[config.mk]
export PLATFORM = sky130hd
export DESIGN_NAME = hw_step_ctrl
export DESIGN_NICKNAME = d
export VERILOG_FILES = /design/src/rtl/hw_step_ctrl_pkg.sv /design/src/rtl/step_counter.sv /design/src/rtl/opcode_decoder.sv /design/src/rtl/signal_encoder.sv /design/src/rtl/hw_step_ctrl.sv
export SDC_FILE = /design/constraint.sdc
export NUM_CORES = 1
export LEC_CHECK = 0
export ABC_AREA = 1
export BUFFER_PORTS_ARGS = -buffer_cell sky130_fd_sc_hd__buf_2
export CORE_AREA = 5 5 42 44
export CTS_CLUSTER_SIZE = 14
export DETAILED_ROUTE_END_ITERATION = 6
export DIE_AREA = 0 0 47 49
export GPL_ROUTABILITY_DRIVEN = 1
export PLACE_DENSITY = 0.68
export SYNTH_ARGS = -nofsm -noshare
export SYNTH_HDL_FRONTEND = slang
export SYNTH_SLANG_ARGS = --single-unit
[constraint.sdc]
create_clock -name clk -period 1.4 [get_ports clk]
set_clock_uncertainty 0.1 [all_clocks]
set_input_delay 0.07 -clock clk [delete_from_list [all_inputs] [get_ports clk]]
set_output_delay 0.07 -clock clk [all_outputs]
set_load 0.01 [all_outputs]
[src/rtl/hw_step_ctrl_pkg.sv]
package hw_step_ctrl_pkg;

  localparam int CW_W = 17;

  // control vector bit indices
  localparam int B_PC_OUT   = 0;
  localparam int B_PC_IN    = 1;
  localparam int B_MAR_IN   = 2;
  localparam int B_MEM_RD   = 3;
  localparam int B_MDR_OUT  = 4;
  localparam int B_IR_IN    = 5;
  localparam int B_Y_IN     = 6;
  localparam int B_SEL_FOUR = 7;
  localparam int B_ALU_ADD  = 8;
  localparam int B_Z_IN     = 9;
  localparam int B_Z_OUT    = 10;
  localparam int B_R1_OUT   = 11;
  localparam int B_R1_IN    = 12;
  localparam int B_R3_OUT   = 13;
  localparam int B_OFS_OUT  = 14;
  localparam int B_WAIT_MFC = 15;
  localparam int B_DONE     = 16;

  typedef enum logic [1:0] {
    OP_ADD_IND = 2'b00,
    OP_BRANCH  = 2'b01,
    OP_BR_NEG  = 2'b10,
    OP_SPARE   = 2'b11
  } opcode_e;

endpackage

[src/rtl/step_counter.sv]
module step_counter #(
  parameter int STEP_W = 3,
  localparam int LAST  = (1 << STEP_W) - 1
) (
  input  logic          clk,
  input  logic          rst,
  input  logic          run,
  input  logic          restart,
  input  logic          hold,
  output logic [LAST:1] t_line
);

  logic [STEP_W-1:0] step_q;
  logic [STEP_W-1:0] step_d;

  always_comb begin
    step_d = step_q;
    if (run) begin
      if (restart)
        step_d = STEP_W'(1);
      else if (hold)
        step_d = step_q;
      else if (step_q == STEP_W'(LAST))
        step_d = STEP_W'(1);
      else
        step_d = step_q + STEP_W'(1);
    end
  end

  always_ff @(posedge clk) begin
    if (rst) step_q <= STEP_W'(1);
    else     step_q <= step_d;
  end

  // one-hot timing lines
  for (genvar k = 1; k <= LAST; k++) begin : g_tline
    assign t_line[k] = (step_q == STEP_W'(k));
  end

endmodule

[src/rtl/opcode_decoder.sv]
module opcode_decoder #(
  parameter int OPC_W = 2,
  localparam int NOPC = 1 << OPC_W
) (
  input  logic [OPC_W-1:0] opcode,
  output logic [NOPC-1:0]  op_line
);

  for (genvar k = 0; k < NOPC; k++) begin : g_op
    assign op_line[k] = (opcode == OPC_W'(k));
  end

endmodule

[src/rtl/signal_encoder.sv]
module signal_encoder
  import hw_step_ctrl_pkg::*;
#(
  parameter int LAST = 7,
  parameter int NOPC = 4
) (
  input  logic [LAST:1]   t,
  input  logic [NOPC-1:0] op,
  input  logic            n_flag,
  output logic [CW_W-1:0] word
);

  logic is_add, is_br, is_bn, is_spare, br_take, br_any;

  assign is_add   = op[OP_ADD_IND];
  assign is_br    = op[OP_BRANCH];
  assign is_bn    = op[OP_BR_NEG];
  assign is_spare = op[OP_SPARE];
  assign br_take  = is_br | (is_bn & n_flag);
  assign br_any   = is_br | is_bn;

  always_comb begin
    word = '0;
    word[B_PC_OUT]   = t[1];
    word[B_PC_IN]    = t[2] | (t[5] & br_any);
    word[B_MAR_IN]   = t[1] | (t[4] & is_add);
    word[B_MEM_RD]   = t[1] | (t[4] & is_add);
    word[B_MDR_OUT]  = t[3] | (t[6] & is_add);
    word[B_IR_IN]    = t[3];
    word[B_Y_IN]     = t[2] | (t[5] & is_add);
    word[B_SEL_FOUR] = t[1];
    word[B_ALU_ADD]  = t[1] | (t[6] & is_add) | (t[4] & br_take);
    word[B_Z_IN]     = t[1] | (t[6] & is_add) | (t[4] & br_take);
    word[B_Z_OUT]    = t[2] | (t[7] & is_add) | (t[5] & br_any);
    word[B_R1_OUT]   = t[5] & is_add;
    word[B_R1_IN]    = t[7] & is_add;
    word[B_R3_OUT]   = t[4] & is_add;
    word[B_OFS_OUT]  = t[4] & br_take;
    word[B_WAIT_MFC] = t[2] | (t[5] & is_add);
    word[B_DONE]     = (t[7] & is_add) | (t[5] & br_any)
                     | (t[4] & is_bn & ~n_flag) | (t[4] & is_spare);
  end

endmodule

[src/rtl/hw_step_ctrl.sv]
module hw_step_ctrl
  import hw_step_ctrl_pkg::*;
#(
  parameter int STEP_W = 3,
  parameter int OPC_W  = 2,
  localparam int LAST  = (1 << STEP_W) - 1,
  localparam int NOPC  = 1 << OPC_W
) (
  input  logic             clk,
  input  logic             rst,
  input  logic             run,
  input  logic [OPC_W-1:0] opcode,
  input  logic             n_flag,
  input  logic             mfc,
  output logic [CW_W-1:0]  ctrl
);

  logic [LAST:1]   t_line;
  logic [NOPC-1:0] op_line;
  logic [CW_W-1:0] word;

  step_counter #(.STEP_W(STEP_W)) u_cnt (
    .clk     (clk),
    .rst     (rst),
    .run     (run),
    .restart (word[B_DONE]),
    .hold    (word[B_WAIT_MFC] & ~mfc),
    .t_line  (t_line)
  );

  opcode_decoder #(.OPC_W(OPC_W)) u_dec (
    .opcode  (opcode),
    .op_line (op_line)
  );

  signal_encoder #(.LAST(LAST), .NOPC(NOPC)) u_enc (
    .t      (t_line),
    .op     (op_line),
    .n_flag (n_flag),
    .word   (word)
  );

  assign ctrl = run ? word : '0;

endmodule

==> impl_table.tex, run 1 <==
\begin{tabular}{lr}
\hline
Metric & Value \\
\hline
\multicolumn{2}{l}{\textbf{Run status}} \\
Status & finished with violations \\
Failing checks & setup timing \\
\multicolumn{2}{l}{\textbf{Power and ir drop}} \\
Power, Total & 0.563 mW \\
Largest vdd supply drop & 0.000619 V \\
Ratio of total power to cell area & 580 nW/um\^{}2 \\
Leakage power summed over all cells & 0.493 nW \\
\multicolumn{2}{l}{\textbf{Clock tree}} \\
Number of buffers on the longest clock path & 2 \\
Clock sink count & 3 \\
CTS tree & yes \\
CTS Buf Count & 3 \\
CTS H-tree lvls & 1 \\
Clock Pin Slew Worst Setup and Hold Paths & 0.04 ns \\
Clock Latency Late Sink & 0.23 ns \\
Clock root buffer & clkbuf\_4 \\
\multicolumn{2}{l}{\textbf{Yosys}} \\
Top post-synthesis cells by area & ha\_1, dfxtp\_1, nand2\_1 \\
Leading area contributor after synthesis & ha\_1 \\
Number of distinct library cells after synthesis & 15 \\
Mapped Nets & $\sim$90 \\
Portion of the post-synthesis area used by sequential elements & 0.126 \\
Area share of the largest cell type after synthesis & 0.263 \\
Count of mapped cells out of synthesis & 74 \\
Post-synthesis register bit count & 3 \\
Post-synth design cell area & 475 um\^{}2 \\
Yosys warnings & 0 \\
Syn Area/Cell & between 6 and 7 um\^{}2 \\
\multicolumn{2}{l}{\textbf{Placed design}} \\
Count of input and output buffers & 23 \\
Post-DP Area & 644 um\^{}2 \\
Pre-CTS setup slack & -0.0746 ns \\
HPWL after detailed placement & 1.00 mm \\
Routability-driven placement congestion ratio & 0.737 \\
\multicolumn{2}{l}{\textbf{Floorplanning}} \\
Chip Width & 47 um \\
Core area & roughly 1400 um\^{}2 \\
Die Footprint & 2300 um\^{}2 \\
Die outline height & 49 um \\
Ports placed on the boundary & 24 \\
Cell Rows & 14 \\
Initial core utilization & 0.339 \\
\multicolumn{2}{l}{\textbf{Finish}} \\
Finished layout cell area & 971 um\^{}2 \\
Signed area change from the synthesized netlist to the final layout & 104\% \\
Layout cell share with drive strength beyond 1 & 0.701 \\
Largest registers in the final layout & u\_cnt.step\_q (3) \\
Register with the most flip-flops & u\_cnt.step\_q \\
Highest-count cells in the layout ignoring fill and taps & buf\_2, buf\_6, inv\_1, nand2\_1, ha\_4 \\
Total Nets Final & 125 \\
Commonest non-fill, non-tap cell in the layout & buf\_2 \\
Number of antenna cells inserted & 0 \\
Flip-flop count of the largest register, all copies and words added & 3 \\
\multicolumn{2}{l}{\textbf{Drt}} \\
Average routed wire per standard cell & 13.8 um \\
Detailed-route wire length & 1.69 mm \\
Drt initial violations & 14 \\
DRT Pass-1 Iters & 6 \\
DRC viols & 0 \\
Via density per instance & around 5.0 \\
Post-DRT Antenna Nets & 0 \\
Routed via count & roughly 610 \\
\multicolumn{2}{l}{\textbf{GRT}} \\
Global route overflow & 0 \\
Wire length of the first global-routing pass & between 2 and 2.5 mm \\
Antenna violations before repair & 0 \\
Total track usage & 0.122 \\
Largest net degree at the start of global routing & 11 \\
Via count of the first global-routing pass & 517 \\
\multicolumn{2}{l}{\textbf{STA}} \\
Slack of the critical path & -0.176 ns \\
Setup violators final & 17 \\
Headroom to the max-slew limit & 0.812 \\
Total Neg Setup Slack & -1.93 ns \\
Setup repair after global routing missed its margin & true \\
Slew at the pin closest to its max-slew limit & 0.281 ns \\
Share of the clock period used by the worst path & 1.13 \\
Achievable clock frequency & between 600 and 700 MHz \\
Final Hold Viols & 0 \\
Count of final max-slew check failures & 0 \\
Shortest period the worst path allows & 1.58 ns \\
\multicolumn{2}{l}{\textbf{Setup path}} \\
Critical Path Fanout Max & 4 \\
Critical path startpoint & u\_cnt.step\_q[0] \\
Startpoint class of the critical path & register \\
Nature of the critical path endpoint & primary output \\
Signal arrival time at the worst endpoint & 1.41 ns \\
Kind of critical path & reg -> out \\
Worst flop-to-flop path startpoint & u\_cnt.step\_q[0] \\
Worst Path Required & 1.23 ns \\
\multicolumn{2}{l}{\textbf{Hold path}} \\
Worst Hold Class & in -> reg \\
Hold Startpoint & mfc \\
\multicolumn{2}{l}{\textbf{Job}} \\
Max-cap viol count & 0 \\
\hline
\end{tabular}
power breakdown:
group          internal, mW  switching [mW]  total (mW)
combinational         0.147           0.150       0.297
sequential           0.0958          0.0235       0.119
clock                 0.107          0.0404       0.147
total                 0.349           0.214       0.563
worst max-delay path, stage by stage (launching register included):
cell     delay [ns]
dfxtp_4        0.37
ha_4           0.18
ha_4           0.17
nand2_4        0.06
nand2_2        0.07
inv_2          0.05
nand2_2        0.04
nand2_2        0.08
inv_2          0.05
buf_6          0.11
metal layers:
metal | GRT usage | share of wire | vias to the layer above
met5 | 0 | 0 | -
met4 | 0.0645 | 0.016 | 0
met3 | 0.0443 | 0.058 | 4
met2 | 0.217 | 0.58 | 20
met1 | 0.114 | 0.35 | 288
li1 | - | - | 302
kinds of logic after synthesis:
kind of cell,Yosys count,synth area share
AOI/OAI and AO/OA,11,0.129
adders and majority gates,10,0.263
buffers and inverters,18,0.174
DFF,3,0.126
and+or+nand+nor,32,0.308
cell type report:
type | count | area [um^2]
flip-flops and latches | 3 | 71.3
multi-input cells | 53 | 533
well taps | 16 | 20.0
inverters | 14 | 57.6
repair buffers | 33 | 263
fillers | 115 | 430
clock buffers | 4 | 26.3
synthesized netlist by cell type:
| master | number |
|---|---|
| o21ai_0 | 2 |
| buf_4 | 4 |
| nand2_4 | 1 |
| a21oi_2 | 1 |
| nand2_1 | 13 |
| nor2_1 | 6 |
| or2_2 | 2 |
| a31oi_1 | 2 |
| inv_1 | 12 |
| a21oi_1 | 6 |
| inv_2 | 2 |
| nand3_1 | 9 |
| nand2_2 | 1 |
| dfxtp_1 | 3 |
| ha_1 | 10 |
repair_timing:
action,4_1_cts,5_1_grt
setup buffers,1,3
resized for setup,30,28
setup endpoints to repair,19,18
hold buffers,1,0
hold endpoints to repair,3,0
pin swaps,5,10
cloned,0,0
path summary, 6_finish.rpt:
check             slack (ns)  cells after the start               to
hold / removal          0.16                      5  u_cnt.step_q[1]
hold reg to reg         0.43                      2  u_cnt.step_q[1]
setup / recovery       -0.18                      9         ctrl[16]
setup reg to reg       -0.10                      8  u_cnt.step_q[1]
per-stage QoR:
step	utilization	hold slack, ns	instances
detailed placement	0.460	0.153	114
global route	0.693	0.159	123
global placement	0.460	0.158	114
finish	0.693	0.159	123
floorplan	-	0.0317	74
CTS	0.577	0.148	120
No activity file was read; power rests on OpenSTA's default activity.
==> inputs of run 2 (changes only) <==
SETUP_SLACK_MARGIN = 0.02   (was not set)
SKIP_LAST_GASP = 1   (was not set)
==> run 2 against run 1 <==
The flow still finishes with violations (setup timing). Register-to-register slack about the same. Cell area shrank 1.0%. Worst setup slack improved by 0.0015 ns. Wire length shrank 7.5%.
==> impl_table.tex, run 2 (synthesis results as in run 1) <==
\begin{tabular}{lr}
\hline
Metric & Value \\
\hline
\multicolumn{2}{l}{\textbf{Finish}} \\
Register with the most flip-flops & u\_cnt.step\_q (unchanged) \\
Signed area change from the synthesized netlist to the final layout & 102\% (was 104\%) \\
Layout cell share with drive strength beyond 1 & 0.701 (unchanged) \\
Number of antenna cells inserted & 0 (unchanged) \\
Largest registers in the final layout & u\_cnt.step\_q (3) (unchanged) \\
Highest-count cells in the layout ignoring fill and taps & buf\_2, buf\_6, inv\_1, nand2\_1, ha\_4 (unchanged) \\
Finished Layout Cells & 123 (unchanged) \\
Flip-flop count of the largest register, all copies and words added & 3 (unchanged) \\
Total Nets Final & 125 (unchanged) \\
Commonest non-fill, non-tap cell in the layout & buf\_2 (unchanged) \\
\multicolumn{2}{l}{\textbf{Placed design}} \\
Routability-driven placement congestion ratio & 0.737 (unchanged) \\
Cell total after placement & 114 (unchanged) \\
HPWL after detailed placement & 1.00 mm (unchanged) \\
Count of input and output buffers & 23 (unchanged) \\
\multicolumn{2}{l}{\textbf{Clock tree}} \\
Clock sink count & 3 (unchanged) \\
Clock root buffer & clkbuf\_4 (unchanged) \\
Number of buffers on the longest clock path & 2 (unchanged) \\
Clock Latency Late Sink & 0.23 ns (about the same) \\
CTS H-tree lvls & 1 (unchanged) \\
CTS Buf Count & 3 (unchanged) \\
CTS tree & yes (unchanged) \\
Clock Pin Slew Worst Setup and Hold Paths & 0.04 ns (about the same) \\
\multicolumn{2}{l}{\textbf{Floorplanning}} \\
Die outline height & 49 um (unchanged) \\
Initial core utilization & 0.339 (unchanged) \\
Die Footprint & 2300 um\^{}2 (unchanged) \\
Core area & 1400 um\^{}2 (unchanged) \\
Chip Width & 47 um (unchanged) \\
Ports placed on the boundary & 24 (unchanged) \\
Cell Rows & 14 (unchanged) \\
\multicolumn{2}{l}{\textbf{GRT}} \\
Total track usage & 0.122 (unchanged) \\
Global route overflow & 0 (unchanged) \\
Wire length of the first global-routing pass & 2.08 mm (unchanged) \\
Antenna violations before repair & 0 (unchanged) \\
Largest net degree at the start of global routing & 11 (unchanged) \\
Via count of the first global-routing pass & 520 (was 517) \\
\multicolumn{2}{l}{\textbf{Drt}} \\
Routed via count & 596 (was 614) \\
Drt initial violations & 10 (was 14) \\
Post-DRT Antenna Nets & 0 (unchanged) \\
Detailed-route wire length & 1.57 mm (was 1.69 mm) \\
Via density per instance & 4.85 (was 4.99) \\
DRT Pass-1 Iters & 4 (was 6) \\
DRC viols & 0 (unchanged) \\
Average routed wire per standard cell & 12.7 um (was 13.8 um) \\
\multicolumn{2}{l}{\textbf{STA}} \\
Slack of the critical path & -0.175 ns (was -0.176 ns) \\
Setup repair after global routing missed its margin & true (unchanged) \\
Share of the clock period used by the worst path & 1.12 (was 1.13) \\
Worst Hold Slack & 0.159 ns (about the same) \\
Setup violators final & 17 (unchanged) \\
Shortest period the worst path allows & 1.57 ns (was 1.58 ns) \\
Headroom to the max-slew limit & 0.809 (was 0.812) \\
Final Hold Viols & 0 (unchanged) \\
Slew at the pin closest to its max-slew limit & 0.286 ns (was 0.281 ns) \\
Count of final max-slew check failures & 0 (unchanged) \\
Achievable clock frequency & 635 MHz (was 634 MHz) \\
\multicolumn{2}{l}{\textbf{Setup path}} \\
Minimum setup slack among reg-to-reg paths & -0.10 ns (about the same) \\
Nature of the critical path endpoint & primary output (unchanged) \\
R2r endpoint & u\_cnt.step\_q[2] (was u\_cnt.step\_q[1]) \\
Kind of critical path & reg -> out (unchanged) \\
Worst flop-to-flop path startpoint & u\_cnt.step\_q[0] (unchanged) \\
Worst Path Required & 1.23 ns (about the same) \\
R2r worst-path depth & 8 (unchanged) \\
Critical Path Fanout Max & 4 (unchanged) \\
Signal arrival time at the worst endpoint & 1.40 ns (was 1.41 ns) \\
Startpoint class of the critical path & register (unchanged) \\
\multicolumn{2}{l}{\textbf{Power and ir drop}} \\
Ratio of total power to cell area & 579 nW/um\^{}2 (was 580 nW/um\^{}2) \\
Largest vdd supply drop & 0.000619 V (about the same) \\
Leakage power summed over all cells & 0.491 nW (was 0.493 nW) \\
Power, Total & 0.556 mW (was 0.563 mW) \\
\multicolumn{2}{l}{\textbf{Hold path}} \\
Worst hold endpoint & u\_cnt.step\_q[1] (unchanged) \\
Worst Hold Class & in -> reg (unchanged) \\
Hold Path Depth & 5 (unchanged) \\
Hold Startpoint & mfc (unchanged) \\
\multicolumn{2}{l}{\textbf{Job}} \\
Max-cap viol count & 0 (unchanged) \\
\multicolumn{2}{l}{\textbf{Run status}} \\
Status & finished with violations (unchanged) \\
Failing checks & setup timing (unchanged) \\
\hline
\end{tabular}
## run 2: worst max path at each step
stage	from	endpoint	slack, ns	cells past startpoint
floorplan	u_cnt.step_q[0]	ctrl[9]	-0.02	6
global placement	u_cnt.step_q[0]	ctrl[9]	-0.06	6
detailed placement	u_cnt.step_q[0]	u_cnt.step_q[0]	-0.07	10
CTS	u_cnt.step_q[1]	ctrl[8]	-0.19	6
global route	u_cnt.step_q[0]	ctrl[16]	-0.24	9
finish	u_cnt.step_q[0]	ctrl[16]	-0.17	9
## run 2: area by class of cell
type / instances / area, um^2
Fill cell: 117 / 440
Sequential cell: 3 / 71.3
Tap cell: 16 / 20.0
Timing Repair Buffer: 33 / 253
Clock buffer: 4 / 26.3
Multi-Input combinational cell: 53 / 533
Inverter: 14 / 57.6
## run 2: power breakdown
group          total (mW)  leakage (nW)  switching (mW)  internal, mW
logic               0.291         0.450           0.148         0.143
clock network       0.147        0.0150          0.0406         0.107
registers           0.118        0.0263          0.0226        0.0957
## run 2: critical path, cell delays in order, from the launching register on
cell,delay [ns]
dfxtp_4,0.37
ha_4,0.18
ha_4,0.17
nand2_4,0.06
nand2_2,0.07
inv_2,0.05
nand2_2,0.04
nand2_2,0.08
inv_2,0.05
buf_6,0.11
## run 2: timing repair
item | in CTS | in global routing
endpoints found under the setup margin | 20 | 20
buffers inserted | 1 | 3
endpoints found under the hold margin | 3 | 0
hold buffers | 1 | 0
resized for setup | 29 | 27
pin swaps | 5 | 10
## run 2: stage by stage
step            util  worst slack (ns)  setup TNS [ns]  cell area (um^2)
3_3_place_gp   0.460           -0.0628          -0.232               644
2_1_floorplan      -           -0.0239         -0.0294               502
4_1_cts        0.574            -0.195           -1.98               805
6_report       0.686            -0.175           -1.89               961
3_5_place_dp   0.460           -0.0746          -0.334               644
5_1_grt        0.686            -0.239           -3.01               961
## run 2: layer usage
layer / vias to the layer above / routed length (um) / GRT usage
li1: 302 / - / -
met1: 274 / 581 / 0.114
met2: 18 / 887 / 0.217
met3: 2 / 87 / 0.0443
met4: 0 / 9 / 0.0645
met5: - / 0 / 0
